## config.mk

```make
export PLATFORM = sky130hd
export DESIGN_NAME = voice_rx_fifo
export DESIGN_NICKNAME = d
export VERILOG_FILES = /design/src/rtl/vrf_pkg.sv /design/src/rtl/vrf_store.sv /design/src/rtl/vrf_ctrl.sv /design/src/rtl/vrf_irq.sv /design/src/rtl/voice_rx_fifo.sv
export SDC_FILE = /design/constraint.sdc
export NUM_CORES = 1
export LEC_CHECK = 0
export BUFFER_PORTS_ARGS = -buffer_cell sky130_fd_sc_hd__buf_2
export CORE_MARGIN = 2
export CORE_UTILIZATION = 25
export DETAILED_ROUTE_END_ITERATION = 7
export PLACE_DENSITY = 0.48
export SLEW_MARGIN = 5
export SYNTH_ARGS = -nofsm -noshare
export SYNTH_HDL_FRONTEND = slang
export SYNTH_SLANG_ARGS = --single-unit
```

## constraint.sdc

```tcl
create_clock -name clk -period 3 [get_ports clk]
set_clock_uncertainty 0.15 [all_clocks]
set_input_delay 0.3 -clock clk [delete_from_list [all_inputs] [get_ports clk]]
set_output_delay 0.3 -clock clk [all_outputs]
set_load 0.03 [all_outputs]
```

## src/rtl/vrf_pkg.sv

```systemverilog
package vrf_pkg;
  typedef struct packed {
    logic empty;
    logic one;
    logic full;
  } vrf_flags_t;

  function automatic int unsigned vrf_addr_bits(input int unsigned depth);
    return (depth > 1) ? $clog2(depth) : 1;
  endfunction
endpackage

```

## src/rtl/vrf_store.sv

```systemverilog
module vrf_store #(
  parameter int unsigned DW    = 8,
  parameter int unsigned DEPTH = 16,
  parameter int unsigned AW    = 4
) (
  input  logic          clk,
  input  logic          we,
  input  logic [AW-1:0] waddr,
  input  logic [DW-1:0] wdata,
  input  logic [AW-1:0] raddr,
  output logic [DW-1:0] rdata
);
  logic [DW-1:0] cells [DEPTH];

  always_ff @(posedge clk) begin
    if (we) cells[waddr] <= wdata;
  end

  assign rdata = cells[raddr];
endmodule

```

## src/rtl/vrf_ctrl.sv

```systemverilog
module vrf_ctrl
  import vrf_pkg::*;
#(
  parameter int unsigned DEPTH = 16,
  parameter int unsigned AW    = 4,
  parameter int unsigned LW    = 5
) (
  input  logic          clk,
  input  logic          rst_n,
  input  logic          push,
  input  logic          pop,
  input  logic          clear,
  output logic [AW-1:0] wptr,
  output logic [AW-1:0] rptr,
  output logic [LW-1:0] count,
  output vrf_flags_t    flags
);
  localparam logic [AW-1:0] LAST = AW'(DEPTH - 1);
  localparam logic [LW-1:0] TOP  = LW'(DEPTH);
  localparam logic [LW-1:0] ONE  = LW'(1);

  function automatic logic [AW-1:0] bump(input logic [AW-1:0] p);
    return (p == LAST) ? '0 : p + AW'(1);
  endfunction

  always_ff @(posedge clk or negedge rst_n) begin
    if (!rst_n) begin
      wptr <= '0;
      rptr <= '0;
    end else if (clear) begin
      wptr <= '0;
      rptr <= '0;
    end else begin
      if (push) wptr <= bump(wptr);
      if (pop)  rptr <= bump(rptr);
    end
  end

  always_ff @(posedge clk or negedge rst_n) begin
    if (!rst_n) begin
      count <= '0;
    end else if (clear) begin
      count <= '0;
    end else begin
      unique case ({push, pop})
        2'b10:   count <= count + ONE;
        2'b01:   count <= count - ONE;
        default: count <= count;
      endcase
    end
  end

  always_comb begin
    flags.empty = (count == '0);
    flags.one   = (count == ONE);
    flags.full  = (count == TOP);
  end
endmodule

```

## src/rtl/vrf_irq.sv

```systemverilog
module vrf_irq #(
  parameter int unsigned LW = 5
) (
  input  logic          clk,
  input  logic          rst_n,
  input  logic [LW-1:0] count,
  input  logic [LW-1:0] mark,
  input  logic          en,
  input  logic          clr,
  output logic          stat,
  output logic          irq
);
  logic hit, hit_q;

  assign hit = (mark != '0) && (count >= mark);

  always_ff @(posedge clk or negedge rst_n) begin
    if (!rst_n) begin
      hit_q <= 1'b0;
      stat  <= 1'b0;
    end else begin
      hit_q <= hit;
      if (hit && !hit_q) stat <= 1'b1;
      else if (clr)      stat <= 1'b0;
    end
  end

  assign irq = stat & en;
endmodule

```

## src/rtl/voice_rx_fifo.sv

```systemverilog
module voice_rx_fifo
  import vrf_pkg::*;
#(
  parameter int unsigned DW    = 8,
  parameter int unsigned DEPTH = 16
) (
  input  logic                         clk,
  input  logic                         rst_n,
  input  logic                         wr_valid,
  output logic                         wr_ready,
  input  logic [DW-1:0]                wr_data,
  output logic                         rd_valid,
  input  logic                         rd_ready,
  output logic [DW-1:0]                rd_data,
  input  logic [$clog2(DEPTH+1)-1:0]   mark,
  input  logic                         irq_en,
  input  logic                         stat_clr,
  input  logic                         flush_wr,
  output logic                         flush_busy,
  output logic                         is_empty,
  output logic                         one_left,
  output logic                         is_full,
  output logic [$clog2(DEPTH+1)-1:0]   lvl,
  output logic                         irq_stat,
  output logic                         irq
);
  localparam int unsigned AW = vrf_addr_bits(DEPTH);
  localparam int unsigned LW = $clog2(DEPTH + 1);

  logic [AW-1:0] wptr, rptr;
  vrf_flags_t    flags;
  logic          push, pop;

  always_ff @(posedge clk or negedge rst_n) begin
    if (!rst_n) flush_busy <= 1'b0;
    else        flush_busy <= flush_wr;
  end

  assign wr_ready = !flags.full  && !flush_busy;
  assign rd_valid = !flags.empty && !flush_busy;
  assign push     = wr_valid && wr_ready;
  assign pop      = rd_valid && rd_ready;

  vrf_ctrl #(.DEPTH(DEPTH), .AW(AW), .LW(LW)) u_ctrl (
    .clk   (clk),
    .rst_n (rst_n),
    .push  (push),
    .pop   (pop),
    .clear (flush_busy),
    .wptr  (wptr),
    .rptr  (rptr),
    .count (lvl),
    .flags (flags)
  );

  vrf_store #(.DW(DW), .DEPTH(DEPTH), .AW(AW)) u_store (
    .clk   (clk),
    .we    (push),
    .waddr (wptr),
    .wdata (wr_data),
    .raddr (rptr),
    .rdata (rd_data)
  );

  vrf_irq #(.LW(LW)) u_irq (
    .clk   (clk),
    .rst_n (rst_n),
    .count (lvl),
    .mark  (mark),
    .en    (irq_en),
    .clr   (stat_clr),
    .stat  (irq_stat),
    .irq   (irq)
  );

  assign is_empty = flags.empty;
  assign one_left = flags.one;
  assign is_full  = flags.full;
endmodule

```

==> results of run 1 <==
## cell families (layout without fill, tap and decap cells)
logic type	count (synthesis)	after routing	share of synthesized area (%)
XOR/XNOR	3	3	0.6458
buffers and inverters	34	104	2.523
AND/OR/NAND/NOR	78	78	7.225
adder cells (fa/ha/maj)	14	14	2.825
AO/OA/AOI/OAI	59	59	7.023
multiplexers	50	50	11.30
flip-flops	144	144	68.46
## what timing repair did
action                     CTS  global route
hold buffers                 4             0
hold endpoints to repair    19             0
pin swaps                    0             0
resized for setup            1             1
buffers inserted             0             0
setup endpoints to repair    1             4
## per-layer routing
metal | vias up | wire length [um] | global-route usage, %
li1 | 1624 | - | -
met1 | 1866 | 6758 | 15.57
met2 | 77 | 7520 | 19.79
met3 | 22 | 558 | 2.491
met4 | 0 | 359 | 5.844
met5 | - | 0 | 0
## worst min path at each step
| stage | endpoint | slack [ps] |
|---|---|---|
| 5_1_grt | u_irq.hit_q | 110 |
| 2_1_floorplan | flush_busy | -150 |
| 3_5_place_dp | u_ctrl.count[1] | 110 |
| 6_report | u_irq.hit_q | 80 |
| 3_3_place_gp | u_ctrl.count[1] | 120 |
| 4_1_cts | u_irq.hit_q | 60 |
## power breakdown
group | total [mW] | internal, mW | switching [mW]
registers | 2.32 | 2.24 | 0.0802
clock network | 2.08 | 1.23 | 0.846
logic | 1.15 | 0.454 | 0.692
total | 5.55 | 3.93 | 1.62
## through the flow
stage                     power, mW  area (um^2)  worst slack [ps]
after floorplan               3.125         6200             546.3
after global placement        3.503         6829             351.9
after detailed placement      3.514         6829             317.3
after CTS                     5.590         7457             62.77
after global routing          5.776         7460             41.64
final                         5.546         7460             154.0
## cells in the final DEF, fill, tap and decap left out, types with 5 or more instances in the layout
| cell | count |
|---|---|
| inv_1 | 11 |
| dfrtp_1 | 15 |
| mux4_2 | 16 |
| nand3_1 | 12 |
| and2_1 | 15 |
| a221oi_1 | 16 |
| ha_1 | 14 |
| nand2_1 | 14 |
| edfxtp_1 | 128 |
| buf_2 | 40 |
| buf_4 | 14 |
| clkinvlp_4 | 5 |
| a22oi_1 | 8 |
| clkbuf_16 | 17 |
| mux2i_1 | 34 |
| a21oi_1 | 6 |
| o21ai_0 | 8 |
| nor2_1 | 10 |
## state kept, by name, indices dropped and copies added (netlist names)
name,count
u_irq.stat,1
u_irq.hit_q,1
u_ctrl.rptr,4
u_ctrl.count,5
u_store.cells,128
flush_busy,1
u_ctrl.wptr,4
## cell type report
class	count	area share (%)
Tap cell	324	5.434
Timing Repair Buffer	59	4.898
Clock inverter	15	2.147
Clock buffer	17	5.703
Inverter	13	0.7212
Sequential cell	144	56.94
Multi-Input combinational cell	204	24.15
## critical path: cells and delay by family, from the launching register on
kind / cells / cell delay, ps
muxes: 1 / 570
buffers and inverters: 2 / 430
and+or+nand+nor: 1 / 140
DFF: 1 / 600
AOI/OAI and AO/OA: 1 / 200
==> results.toml, run 1 <==
[detailed_routing]
drc = 0
wl_per_cell_um = 19.58
finalWirelength_um = 15200
drt-initial-drc-count = 381
postRouteAntennaNets = 0
vias = 3589
vias_per_cell = 4.625
first_pass_iters = 4

[layout]
fill_cells = 2388
area_growth_pct = 20.32
fin_util_pct = 30.67
insertedDiodeCount = 0
multi_input_area_um2 = 1802
layout.nets = 473
drive_gt1_share_pct = 24.34
layoutNonFillerInstCount = 776
register_area_um2 = 4248

[clocking]
h-tree-depth = 4
clkTransAtPathRegs_ps = 60
insertion_delay_ps = 430
cts_buffer_depth = 2
cts_tree = "done"
numCtsBuffers = 17
root_buffer = "clkbuf_16"
clock_sinks = 144

[synth]
avgSynthCellArea_um2 = 16.23
synth_cells = 382
synth-main-ff-cell = "edfxtp_1"
syn_area_um2 = 6200
ys_top_cells_by_count = "edfxtp_1 (128), mux2i_1 (34), a221oi_1 (16), dfrtp_1 (16), mux4_2 (16)"
ys_types = 51
ys_top_cells_by_area = "edfxtp_1 (62%), dfrtp_1 (6.5%), mux4_2 (5.8%)"
ys_async_sr_fraction_pct = 11.11
synth.largest_area_cell = "edfxtp_1"
synth_edf_count = 128
synth_top_area_share_pct = 62.00
ys_ff_latch = 144
ys_seq_area_share_pct = 68.46
ys_warn_count = 0
synth_nets = 416
yosysMostFrequentCell = "edfxtp_1"

[timing]
slew_viol_final = 0
finalHoldViolCount = 0
max_freq_ghz = 0.3514
timing.final.crit_share_pct = 94.87
holdWs_ps = 80.02
worst_pin_slew_ps = 661.3
fin_setup_tns_ps = 0
setup_violations = 0
rsz0062_at_grt = "false"
period_needed_ps = 2846
relSlewSlack_pct = 55.71

[critical_path]
cp_data_required_time_ps = 2550
reg2reg_to = "u_store.cells[5][0]"
r2r-start = "u_ctrl.count[0]"
worst-r2r-cell-count = 6
arrival_ps = 2400
critPathLaunch = "u_ctrl.rptr[0]"
critPathLaunchType = "register"
path_cells = "buf_12 -> mux4_2 -> a22oi_1 -> nand2_1 -> buf_2"
cp_max_fo = 17
slowest_stage = "dfrtp_4"
cp_slowest_stage_delay_ps = 600
worstSetupPathType = "register to output port"
rrSetupSlack_ps = 300
endpoint_kind = "output port"
crit_end = "rd_data[5]"

[pwr]
power.density_nw_per_um2 = 743.4
ir_worst_vdd_v = 0.0003698
leakage_nw = 2.516

[placed_design]
dp_cells = 740
hpwl_um = 10460
gp_congestion = 0.7938
io_buffer_count = 40

[global_route]
grtUsageTotal_pct = 12.18
grt_pass1_wl_um = 23140
grt_max_degree = 20
first_global_vias = 3698
antenna_found_initial = 0
overflow = 0

[hold_path]
hold_path.class = "input pin to register"
min_from = "mark[4]"
min_path_cells = 4

[status]
status = "completed"

[floorplan]
num_rows = 57
die_y_um = 161.5
die_w_um = 161.5
floorplan.initialDensity_pct = 25.49
core_um2 = 24320
dieArea_um2 = 26070
pin_count = 41

[flow_run]
cap_violations = 0
Power figures use the tool's default switching activity.
==> inputs of run 2 (changes only) <==
- ABC_AREA: unset -> 1
- HOLD_SLACK_MARGIN: unset -> 0.15
==> results.toml, run 2 <==
[status]
status = "completed"

[floorplan]
die_w_um = 162.6
core_um2 = 24960
num_rows = 58
dieArea_um2 = 26440
pin_count = 41
floorplan.initialDensity_pct = 25.19
die_y_um = 162.6

[critical_path]
arrival_ps = 2350
worstSetupPathType = "register to output port"
critPathLaunchType = "register"
crit_buf_inv = 2
cp_max_fo = 23
cp_data_required_time_ps = 2550
path_cells = "inv_1 -> o211ai_1 -> nand4_1 -> o21ai_1 -> buf_2"
critical_path.top_delay_family = "buffers and inverters"
cp_slowest_stage_delay_ps = 610
slowest_stage = "dfrtp_1"
endpoint_kind = "output port"

[global_route]
antenna_found_initial = 0
grtUsageMet1_pct = 16.44
grt_max_degree = 76
grtUsageTotal_pct = 12.84
overflow = 0
use_met3_pct = 2.394
grt_use_met2_pct = 21.35
first_global_vias = 4254
busiest_layer = "met2"
grt_pass1_wl_um = 25310

[detailed_routing]
finalWirelength_um = 16220
drc = 0
drt-initial-drc-count = 297
first_pass_iters = 5
wl_per_cell_um = 17.35
vias_per_cell = 4.600
vias = 4301
postRouteAntennaNets = 0

[synth]
ys_types = 29
yosysMostFrequentCell = "edfxtp_1"
synth_mux_area_share_pct = 0
ys_top_cells_by_count = "edfxtp_1 (128), nor2_1 (89), o21ai_0 (74)"
syn_area_um2 = 6289
synth_edf_count = 128
ys_top_cells_by_area = "edfxtp_1 (61%), dfrtp_1 (6.4%), o21ai_0 (5.9%)"
ys_warn_count = 0
synth_nets = 575
yosys.area_share.simple_pct = 14.29
ys_ff_latch = 144
ys_seq_area_share_pct = 67.49
avgSynthCellArea_um2 = 11.62
synth.largest_area_cell = "edfxtp_1"
synth-main-ff-cell = "edfxtp_1"
synth_xor_area_share_pct = 0.8357
synth_fa_ha_area_share_pct = 2.786
ys_async_sr_fraction_pct = 11.11
synth_top_area_share_pct = 61.12
synth_cells = 541
synth-compound-area-share_pct = 10.03
synth_top_family_by_area = "simple AND/OR/NAND/NOR gates"

[clocking]
cts_tree = "done"
numCtsBuffers = 17
clock_sinks = 144
insertion_delay_ps = 420
cts_buffer_depth = 2
h-tree-depth = 4
clkTransAtPathRegs_ps = 60
ctsResizeCount = 0
root_buffer = "clkbuf_16"
cts_setup_buffers = 0

[pwr]
p_sw_share_pct = 32.16
ir_worst_vdd_v = 0.0004642
p_switching_mw = 1.867
power_frac_comb_pct = 25.4
power.density_nw_per_um2 = 772.2
p_seq_share_pct = 40.1
leakage_nw = 2.738
p_clk_share_pct = 34.5
intPower_mw = 3.939

[timing]
period_needed_ps = 2804
rsz0062_at_grt = "false"
finalHoldViolCount = 0
fin_setup_tns_ps = 0
worst_pin_slew_ps = 794.4
slew_viol_final = 0
max_freq_ghz = 0.3566
timing.final.crit_share_pct = 93.48
setup_violations = 0
setup_ws_ps = 195.6
relSlewSlack_pct = 46.84

[layout]
drive_gt1_share_pct = 15.21
layout.nets = 626
area_growth_pct = 19.56
insertedDiodeCount = 0
final_cell_mix = "edfxtp_1 (128), nor2_1 (89), o21ai_0 (74)"
largest_register_ffs = 128
fin_util_pct = 30.12
largest-register = "u_store.cells"
final_common_cell = "edfxtp_1"
top_regs = "u_store.cells: 128 flops, u_ctrl.count: 5 flops"

[placed_design]
hpwl_um = 10940
dp_slack_ps = 480.3
io_buffer_count = 40
gp_congestion = 0.8862

[hold_path]
hold_path.class = "input pin to register"

[flow_run]
cap_violations = 0
## run 2: cell types whose count changed after synthesis, moves of 24 or more
cell,previous run,this run
o21ai_0,8,74
mux2i_1,34,0
nand2_1,14,56
nand4_1,0,24
inv_1,11,38
nor2_1,10,89
## run 2: worst reg2reg max path: cells and delay by family (launching register included)
family / cells / cell delay [ps]
adders and majority gates: 1 / 270
and+or+nand+nor: 4 / 1010
DFF: 1 / 410
buffers and inverters: 2 / 280
## run 2: cells by family (layout without fill, tap and decap cells)
logic type	count (synthesis)	count (layout)
AND/OR/NAND/NOR	196	196
flip-flops	144	144
AO/OA/AOI/OAI	115	115
buffers and inverters	66	130
adder cells (fa/ha/maj)	14	14
XOR/XNOR	6	6
## run 2: final cells by class
cell class	instances	area, um^2
fill	2587	17450
sequential	144	4245
multi-input combinational	331	1757
clock buffer	27	513.0
tap	330	412.9
timing repair buffer	58	377.9
inverter	40	157.7
clock inverter	5	55.05
## run 2: power groups by stage
stage	Clock [mW]	Sequential [mW]	Combinational, mW
floorplan	0	2.39	0.957
global placement	0	2.36	1.47
detailed placement	0	2.37	1.47
CTS	2.04	2.33	1.50
global route	2.12	2.34	1.63
finish	2.00	2.33	1.47
## run 2: repair_timing
action,4_1_cts,5_1_grt
hold buffers,7,0
setup endpoints to repair,0,0
endpoints found under the hold margin,19,0
## run 2: worst paths after layout
check	slack (ps)	to	from	cells after the start
max	200	rd_data[7]	u_ctrl.rptr[2]	5
max in group asynchronous	2140	u_ctrl.rptr[0]	rst_n	2
max reg2reg	510	u_store.cells[4][0]	u_ctrl.count[0]	7
min	160	u_ctrl.rptr[1]	rd_ready	5
min reg2reg	490	u_ctrl.wptr[2]	u_ctrl.wptr[2]	1
min in group asynchronous	210	flush_busy	rst_n	2
## run 2: metrics by stage
step / cell area (um^2) / hold WS, ps / instances / total power [mW]
2_1_floorplan: 6289 / -145.6 / 541 / 3.352
3_3_place_gp: 6880 / 111.2 / 896 / 3.833
3_5_place_dp: 6880 / 125.6 / 896 / 3.839
4_1_cts: 7518 / 150.2 / 935 / 5.863
5_1_grt: 7518 / 180.3 / 935 / 6.094
6_report: 7518 / 162.7 / 935 / 5.806
## run 2: per-layer routing
metal  vias up  share of wire [%]
met2       119                 49
met3        31                4.0
li1       2024                  -
met4         0                3.0
met1      2127                 44
met5         -                  0
==> inputs of run 3 (changes only) <==
- HOLD_SLACK_MARGIN: 0.15 -> 0.12
- PLACE_DENSITY: 0.48 -> 0.4
==> results.toml, run 3 (synthesized netlist as in run 2, its figures left out) <==
[critical_path]
r2r-start = "u_ctrl.count[0]"
reg2reg_to = "u_store.cells[5][7]"
slowest_stage = "dfrtp_1"
arrival_ps = 2160
endpoint_kind = "output port"
critPathLaunchType = "register"
cp_slowest_stage_delay_ps = 390
cp_data_required_time_ps = 2550
path_cells = "inv_1 -> buf_4 -> o21ai_0 -> o22ai_1 -> o211ai_1 -> nand2_1 -> buf_2"
worstSetupPathType = "register to output port"
worst-r2r-cell-count = 7
rrSetupSlack_ps = 570
cp_max_fo = 11

[clocking]
clkTransAtPathRegs_ps = 60
numCtsBuffers = 17
cts_buffer_depth = 2
cts_tree = "done"
ctsResizeCount = 0
clock_sinks = 144
root_buffer = "clkbuf_16"
h-tree-depth = 4
insertion_delay_ps = 420

[layout]
drive_gt1_share_pct = 16.94
layoutNonFillerInstCount = 944
largest-register = "u_store.cells"
largest_register_ffs = 128
final_cell_mix = "edfxtp_1 (128), nor2_1 (89), o21ai_0 (74)"
layout.nets = 635
area_growth_pct = 20.65
top_regs = "u_store.cells: 128 flops, u_ctrl.count: 5 flops"
insertedDiodeCount = 0
final_common_cell = "edfxtp_1"
fill_cells = 2555

[global_route]
grt_pass1_wl_um = 24920
antenna_found_initial = 0
first_global_vias = 4294
grt_max_degree = 76
overflow = 0
grtUsageTotal_pct = 12.64

[detailed_routing]
finalWirelength_um = 15660
postRouteAntennaNets = 0
first_pass_iters = 5
drc = 0
vias = 4238
vias_per_cell = 4.489
wl_per_cell_um = 16.59
drt-initial-drc-count = 287

[floorplan]
core_um2 = 24960
die_w_um = 162.6
floorplan.initialDensity_pct = 25.19
dieArea_um2 = 26440
num_rows = 58
pin_count = 41
die_y_um = 162.6

[timing]
period_needed_ps = 2615
worst_pin_slew_ps = 737.9
slew_viol_final = 0
setup_violations = 0
rsz0062_at_grt = "false"
holdWs_ps = 126.6
relSlewSlack_pct = 50.75
timing.final.crit_share_pct = 87.16
finalHoldViolCount = 0
fin_setup_tns_ps = 0
max_freq_ghz = 0.3824

[placed_design]
hpwl_um = 10160
dp_cells = 905
io_buffer_count = 40
gp_congestion = 0.7815

[status]
status = "completed"

[pwr]
power.density_nw_per_um2 = 761.9
leakage_nw = 2.793
ir_worst_vdd_v = 0.0002959
p_total_mw = 5.781

[flow_run]
cap_violations = 0

[hold_path]
min_from = "wr_data[6]"
hold_path.class = "input pin to register"
min_path_cells = 1
worstHoldEndpoint = "u_store.cells[9][6]"
==> run 3: cell types whose count changed in the layout (fill, tap and decap cells not counted), sizes merged <==
cell,previous run,this run
bufinv,1,2
inv,40,43
clkinvlp,2,1
clkbuf,27,18
clkinv,2,8
buf,51,60
==> run 3: worst max path at each step <==
| stage | from | to | cells after the start |
|---|---|---|---|
| 6_report | u_ctrl.rptr[1] | rd_data[6] | 7 |
| 5_1_grt | u_ctrl.rptr[1] | rd_data[6] | 7 |
| 4_1_cts | u_ctrl.rptr[1] | rd_data[6] | 7 |
| 3_5_place_dp | u_ctrl.count[0] | u_store.cells[4][3] | 7 |
| 3_3_place_gp | u_ctrl.count[0] | u_store.cells[3][0] | 7 |
| 2_1_floorplan | u_ctrl.count[0] | u_store.cells[3][0] | 7 |
==> run 3: stage by stage <==
| stage | util [%] | setup WS [ps] | cell area (um^2) |
|---|---|---|---|
| finish | 30.39 | 385.1 | 7587 |
| floorplan | - | 647.5 | 6289 |
| global route | 30.39 | 197.3 | 7587 |
| detailed placement | 27.83 | 529.1 | 6948 |
| CTS | 30.39 | 338.4 | 7587 |
| global placement | 27.83 | 652.8 | 6948 |
==> run 3: layer usage <==
layer	global-route usage (%)	wire, um	share of wire [%]	up-vias
met5	0	0	0	-
met2	21.24	7702	49	73
met4	3.298	121	0.77	0
met3	3.107	470	3.0	7
met1	16.36	7368	47	2107
li1	-	-	-	2051
==> run 3: cell type report <==
class | instances | area (um^2) | area share (%)
clock buffers | 18 | 429.2 | 5.656
clock inverters | 14 | 140.1 | 1.847
inverters | 40 | 157.7 | 2.078
multi-input cells | 331 | 1757 | 23.15
flip-flops and latches | 144 | 4245 | 55.95
well taps | 330 | 412.9 | 5.442
repair buffers | 67 | 445.4 | 5.871
==> run 3: repair_timing <==
item | CTS | global route
hold endpoints to repair | 31 | 0
hold buffers | 7 | 0
setup buffers | 0 | 0
==> run 3: where the power goes <==
part / total [mW] / switching, mW / internal (mW)
sequential: 2.32 / 0.0745 / 2.24
combinational: 1.42 / 0.984 / 0.439
clock: 2.04 / 0.817 / 1.22
total: 5.78 / 1.88 / 3.91
==> run 3: worst max-delay path: cells and delay by family (launching register included) <==
| family | cells | cell delay, ps |
|---|---|---|
| flops | 1 | 390 |
| compound gates | 3 | 410 |
| buf+inv | 3 | 780 |
| simple gates | 1 | 160 |
